File: config.mk
export PLATFORM = sky130hd
export DESIGN_NAME = vclamp_gen
export DESIGN_NICKNAME = d
export VERILOG_FILES = /design/src/rtl/vclamp_pkg.sv /design/src/rtl/vclamp_edge.sv /design/src/rtl/vclamp_ext.sv /design/src/rtl/vclamp_fsm.sv /design/src/rtl/vclamp_gen.sv
export SDC_FILE = /design/constraint.sdc
export NUM_CORES = 1
export LEC_CHECK = 0
export CAP_MARGIN = 0
export CORE_UTILIZATION = 35
export CTS_CLUSTER_DIAMETER = 60
export DETAILED_ROUTE_END_ITERATION = 8
export PLACE_DENSITY_LB_ADDON = 0.12
export SYNTH_ARGS = -nofsm -noshare
export SYNTH_HDL_FRONTEND = slang
export SYNTH_SLANG_ARGS = --single-unit
File: constraint.sdc
create_clock -name clk -period 5.2 [get_ports clk]
set_input_delay 1.56 -clock clk [delete_from_list [all_inputs] [get_ports clk]]
set_output_delay 1.56 -clock clk [all_outputs]
set_load 0.01 [all_outputs]
File: src/rtl/vclamp_pkg.sv
package vclamp_pkg;
    typedef enum logic [1:0] {
        ST_IDLE   = 2'd0,
        ST_WAIT   = 2'd1,
        ST_ACTIVE = 2'd2
    } clamp_state_e;
endpackage

File: src/rtl/vclamp_edge.sv
module vclamp_edge (
    input  logic clk,
    input  logic rst_n,
    input  logic hs_in,
    input  logic hs_high,
    output logic ref_edge
);
    logic hs_d1;
    logic hs_d2;

    always_ff @(posedge clk or negedge rst_n) begin
        if (!rst_n) begin
            hs_d1 <= 1'b0;
            hs_d2 <= 1'b0;
        end else begin
            hs_d1 <= hs_in;
            hs_d2 <= hs_d1;
        end
    end

    // Leading edge of the sync pulse under the selected polarity
    assign ref_edge = hs_high ? (hs_d1 & ~hs_d2) : (~hs_d1 & hs_d2);
endmodule

File: src/rtl/vclamp_ext.sv
module vclamp_ext (
    input  logic clk,
    input  logic rst_n,
    input  logic pin,
    input  logic active_low,
    output logic ext_active
);
    always_ff @(posedge clk or negedge rst_n) begin
        if (!rst_n) ext_active <= 1'b0;
        else        ext_active <= pin ^ active_low;
    end
endmodule

File: src/rtl/vclamp_fsm.sv
module vclamp_fsm
    import vclamp_pkg::*;
#(
    parameter int CNT_W = 8
) (
    input  logic             clk,
    input  logic             rst_n,
    input  logic             ref_edge,
    input  logic [CNT_W-1:0] place,
    input  logic [CNT_W-1:0] width,
    output logic             active,
    output clamp_state_e     state_o,
    output logic [CNT_W-1:0] width_q
);
    localparam logic [CNT_W-1:0] ONE = CNT_W'(1);

    clamp_state_e     state, state_n;
    logic [CNT_W-1:0] cnt, cnt_n;
    logic [CNT_W-1:0] width_n;
    logic [CNT_W-1:0] place_eff;

    assign place_eff = (place == '0) ? ONE : place;

    always_comb begin
        state_n = state;
        cnt_n   = cnt;
        width_n = width_q;
        if (ref_edge) begin
            // edge-restart
            state_n = ST_WAIT;
            cnt_n   = place_eff;
            width_n = width;
        end else begin
            unique case (state)
                ST_IDLE: begin
                    state_n = ST_IDLE;
                end
                ST_WAIT: begin
                    if (cnt == ONE) begin
                        if (width_q == '0) begin
                            state_n = ST_IDLE;     // zero-width
                        end else begin
                            state_n = ST_ACTIVE;   // place-expire
                            cnt_n   = width_q;
                        end
                    end else begin
                        cnt_n = cnt - ONE;
                    end
                end
                ST_ACTIVE: begin
                    if (cnt == ONE) state_n = ST_IDLE;  // width-expire
                    else            cnt_n   = cnt - ONE;
                end
                default: state_n = ST_IDLE;
            endcase
        end
    end

    always_ff @(posedge clk or negedge rst_n) begin
        if (!rst_n) begin
            state   <= ST_IDLE;
            cnt     <= '0;
            width_q <= '0;
        end else begin
            state   <= state_n;
            cnt     <= cnt_n;
            width_q <= width_n;
        end
    end

    always_comb begin
        active  = (state == ST_ACTIVE);
        state_o = state;
    end
endmodule

File: src/rtl/vclamp_gen.sv
module vclamp_gen
    import vclamp_pkg::*;
#(
    parameter int CNT_W = 8,
    parameter int NCH   = 3
) (
    input  logic             clk,
    input  logic             rst_n,
    input  logic             hsync_in,
    input  logic             clamp_pin,
    input  logic [CNT_W-1:0] cfg_place,
    input  logic [CNT_W-1:0] cfg_width,
    input  logic             cfg_ext_sel,
    input  logic             cfg_ext_low,
    input  logic             cfg_hs_high,
    input  logic [NCH-1:0]   cfg_mid_sel,
    output logic             clamp_out,
    output logic [NCH-1:0]   mid_sel_out
);
    logic             edge_pulse;
    logic             fsm_active;
    logic             ext_active;
    clamp_state_e     fsm_state;
    logic [CNT_W-1:0] width_q;

    vclamp_edge edge_i (
        .clk      (clk),
        .rst_n    (rst_n),
        .hs_in    (hsync_in),
        .hs_high  (cfg_hs_high),
        .ref_edge (edge_pulse)
    );

    vclamp_fsm #(.CNT_W(CNT_W)) fsm_i (
        .clk      (clk),
        .rst_n    (rst_n),
        .ref_edge (edge_pulse),
        .place    (cfg_place),
        .width    (cfg_width),
        .active   (fsm_active),
        .state_o  (fsm_state),
        .width_q  (width_q)
    );

    vclamp_ext ext_i (
        .clk        (clk),
        .rst_n      (rst_n),
        .pin        (clamp_pin),
        .active_low (cfg_ext_low),
        .ext_active (ext_active)
    );

    // Per-channel selectors, captured at each reference edge
    for (genvar ch = 0; ch < NCH; ch++) begin : g_mid
        always_ff @(posedge clk or negedge rst_n) begin
            if (!rst_n)          mid_sel_out[ch] <= 1'b0;
            else if (edge_pulse) mid_sel_out[ch] <= cfg_mid_sel[ch];
        end
    end

    assign clamp_out = cfg_ext_sel ? ext_active : fsm_active;
endmodule

# Word level (Yosys, flattened, before mapping)
# Cells that the tools add are included.
# classes
addsub	1
eq_ne	7
bitwise	5
mux	13
reduce_logical	5
# op_table
cell	n
2-to-1 mux 8 bit	5
logical NOT 8 bit	2
case mux 8 bit (2 select lines)	1
equality test 8 x 1 -> 1 bit, second input constant	1
2-to-1 mux 2 bit	4
subtractor 8 x 1 -> 8 bit, second input constant	1
!= test 4 bit, second input constant	1
case mux 2 bit (2 select lines)	1
!= test 3 x 1 -> 1 bit, second input constant	1
!= test 3 x 2 -> 1 bit, second input constant	1
!= test 3 bit, second input constant	1
AND reduction 3 bit	1
nonzero test 3 bit	1
bitwise AND 1 bit	2
equality test 2 x 1 -> 1 bit, second input constant	1
equality test 2 bit, second input constant	1
2-to-1 mux 1 bit	2
NOT 1 bit	2
AND reduction 2 bit	1
bitwise XOR 1 bit	1
# word_totals
out_inout_bits	4
register_bits	24
input_bits	26
word_cells	40

# Depth between registers and ports, before layout
# logic_depth
depth_word	5
depth_mapped	8
mapped_depth_nobuf	7

# By module
# From an unflattened synthesis, not the netlist that was laid out.
# hier_totals
cells_unflattened	128
hier_area_um2	1317.5
# modules_own_cells
module	area_per_inst_um2	n_inst	cells_per_inst	seq_area_each_um2
vclamp_fsm	1091.0	1	114	450.4
vclamp_gen	120.1	1	7	75.1
vclamp_edge	72.6	1	5	50.0
vclamp_ext	33.8	1	2	25.0

# Least setup slack after synthesis
# No wires, ideal clock.
# synth_timing
path_kind	input port to output port
from	input cfg_ext_sel
to	output clamp_out
stages	1
n_path_buf	0
t_required_ps	3640
t_arrival_ps	1842
path_slack_ps	1798
path_cell_list	o21ai_0
# synth_via
elab_chain_cells	1
# synth_rtl
item	line_no	text
start, declared	vclamp_gen.sv:13	input logic cfg_ext_sel,
2-to-1 mux 1 bit	vclamp_gen.sv:61	assign clamp_out = cfg_ext_sel ? ext_active : fsm_active;
end, declared	vclamp_gen.sv:17	output logic clamp_out,
# No other way between the ends.

# Worst setup path in the final report
# Ends and elaborated chain as after synthesis.

==> results.ini <==
[global_routing]
grtUsageMet3_pct = 3.261
grt_pass1_wl_um = 5064
antenna_found_initial = 0
use_met2_pct = 27.93
overflow = 0
busiest_layer = met2
grt_max_degree = 29
grtUsageMet1_pct = 19.66
track_usage_pct = 15.94
grt_pass1_vias = 1147

[drt]
antenna_left = 0
route.detailed.drc = 0
firstDrtPassIters = 4
routedWlPerCell_um = 13.10
vias = 1165
totalWireLength_um = 2961
first_iter_violations = 40
avgViaCountPerCell = 5.155

[power_and_ir_drop]
ir_worst_vdd_uv = 134.1
power_density_nw_per_um2 = 398.7
leakage_nw = 0.7315

[clock_tree]
clk_latency_ns = 0.27
cts_tree = yes
cts_buffers = 3
cts.repair.resized = 0
cts_sinks = 24
cts_setup_buffers = 0
clk_pin_slew_ns = 0.09
htreeDepth = 1
hold_buffers = 0
cts_root_buf = clkbuf_8
clockBufferDepth = 2

[timing]
fin_worst_skew_ns = 0.009104
setup-tns-final_ns = 0
rsz0062_at_grt = false
slew_viol_final = 0
tightest_slew_ns = 1.101
period_needed_ns = 4.266
setup_violations = 0
timing.final.crit_share_pct = 82.04
slew_headroom_pct = 26.39
finalHoldViolCount = 0
hold_slack_ns = 0.4003
max_freq_ghz = 0.2344

[logic_synthesis]
netlist_area_um2 = 1318
yosys-top-cells-area = dfrtp_1 46%, nand2_1 12%, a21oi_1 4.9%
synth_common_cells = 42 x nand2_1, 24 x dfrtp_1, 13 x a21oi_1
synth_top_area_cell = dfrtp_1
ys.flop_type = dfrtp_1
synth_top_family_by_area = simple AND/OR/NAND/NOR gates
synth.distinct_cells = 37
async_flop_share_pct = 100.0
seq_area_frac_synth_pct = 45.58
postSynthAreaPerCell_um2 = 8.725
yosys_warnings = 0
synthMuxAreaShare_pct = 2.374
synthAdderAreaFrac_pct = 1.899
synthCells = 151
ys_seq_elements = 24
synth_xor_xnor_area_share_pct = 2.659
post-synth-top-count-cell = nand2_1
synth_simple_gate_area_share_pct = 26.69
synth_nets = 179
synth_edf_count = 0
synth_top_area_share_pct = 45.58
synth_compound_area_share_pct = 17.28

[worst_setup_path]
worstPathCellList = clkdlybuf4s50_1 -> o21ai_0 -> clkdlybuf4s50_1
r2r_start = fsm_i.cnt[3]$_DFFE_PN0P_
start_kind = input pin
r2r_slack_ns = 2.90
critical_path.reg2reg.endpoint = fsm_i.cnt[2]$_DFFE_PN0P_
crit_arrival_ns = 2.71
crit_top_cell = clkdlybuf4s50_1
critPathTopFamily = buffers and inverters
worstSetupEndpointType = primary output
slowest_delay_ns = 0.56
slowest_stage = clkdlybuf4s50_1
path_class = input pin to primary output
crit_buf_inv = 2
cp_max_fo = 2
required_ns = 3.64
reg2reg_depth = 5

[placement]
dp_hpwl_um = 2126
gp_congestion = 0.7916
port_buffers = 29

[final_layout]
nets = 209
layout-drive-gt1-share_pct = 7.222
antennaDiodeCount = 0
syn_to_final_growth_pct = 30.29

[die]
coreArea_um2 = 3468
die_h_um = 63.36
initial_core_util_pct = 37.99
die_area_um2 = 4014
fp.dieW_um = 63.36
io_pins = 30
rows = 21

[hold_path]
worstHoldStart = edge_i.hs_d1$_DFF_PN0_
hp-class = flip-flop to flip-flop
holdPathStages = 0
whs_endpoint = edge_i.hs_d2$_DFF_PN0_

[outcome]
status = complete, no violations

[job]
drv_cap = 0

## area by class of cell
class,count,area [µm²]
multi-input cells,117,670.6
repair buffers,30,297.8
inverters,5,18.77
fillers,355,1752
well taps,46,57.56
flip-flops and latches,24,600.6
clock buffers,3,41.29
clock inverters,1,30.03
## worst register-to-register path: stages, from the launching register on
cell and delay (ns):
dfrtp_1 0.45, or4_4 0.60, nor4_4 0.54, mux2i_1 0.25
o21ai_0 0.08, mux2_2 0.27
## routing by layer
layer | routed length (µm) | share of wire (%) | up-vias
li1 | - | - | 585
met1 | 1373 | 46 | 548
met2 | 1419 | 48 | 27
met3 | 136 | 4.6 | 5
met4 | 31 | 1.0 | 0
met5 | 0 | 0 | -
## layout by cell type, fill, tap and decap left out, drive strengths merged, types with 2 or more instances in the layout
cell type	instances
nand2	42
clkdlybuf4s50	29
dfrtp	24
a21oi	13
o21ai	10
nor4	8
nor2	7
inv	5
nor3	5
nand2b	4
xor2	3
clkbuf	3
nor2b	2
mux2i	2
o22a	2
a31oi	2
and3	2
ha	2
o22ai	2
## where the power goes
part | switching [W] | leakage (nW) | total (W) | internal, W
clock | 0.0000615 | 0.0357 | 0.000164 | 0.000103
sequential | 0.0000594 | 0.289 | 0.000295 | 0.000235
combinational | 0.000114 | 0.407 | 0.000225 | 0.000111
## flip-flops by register name (all words and copies together) (netlist names)
signal            count
mid_sel_out           3
edge_i.hs_d1          1
fsm_i.width_q         8
ext_i.ext_active      1
edge_i.hs_d2          1
fsm_i.cnt             8
fsm_i.state_o         2
## kinds of logic after synthesis
group | count (synthesis)
and+or+nand+nor | 72
DFF | 24
AOI/OAI and AO/OA | 36
muxes | 3
buffers and inverters | 10
adders and majority gates | 2
xor gates and xnor gates | 4
## how the worst max path moves through the flow
stage,start,to,depth (start not counted),slack [ns]
finish,cfg_ext_sel,clamp_out,3,0.93
floorplan,cfg_ext_sel,clamp_out,1,1.80
CTS,cfg_ext_sel,clamp_out,3,0.92
global placement,cfg_ext_sel,clamp_out,4,0.95
detailed placement,cfg_ext_sel,clamp_out,4,0.93
global route,cfg_ext_sel,clamp_out,4,0.83
## stage by stage
step | instances | utilization (%) | area, µm² | total power (W) | setup WS [ns]
5_1_grt | 226 | 49.49 | 1717 | 0.0007370 | 0.8308
3_5_place_dp | 222 | 47.44 | 1645 | 0.0005207 | 0.9271
2_1_floorplan | 151 | - | 1318 | 0.0004460 | 1.798
6_report | 226 | 49.49 | 1717 | 0.0006844 | 0.9339
3_3_place_gp | 222 | 47.44 | 1645 | 0.0005121 | 0.9521
4_1_cts | 226 | 49.49 | 1717 | 0.0006878 | 0.9212
No activity file was read; power rests on OpenSTA's default activity.
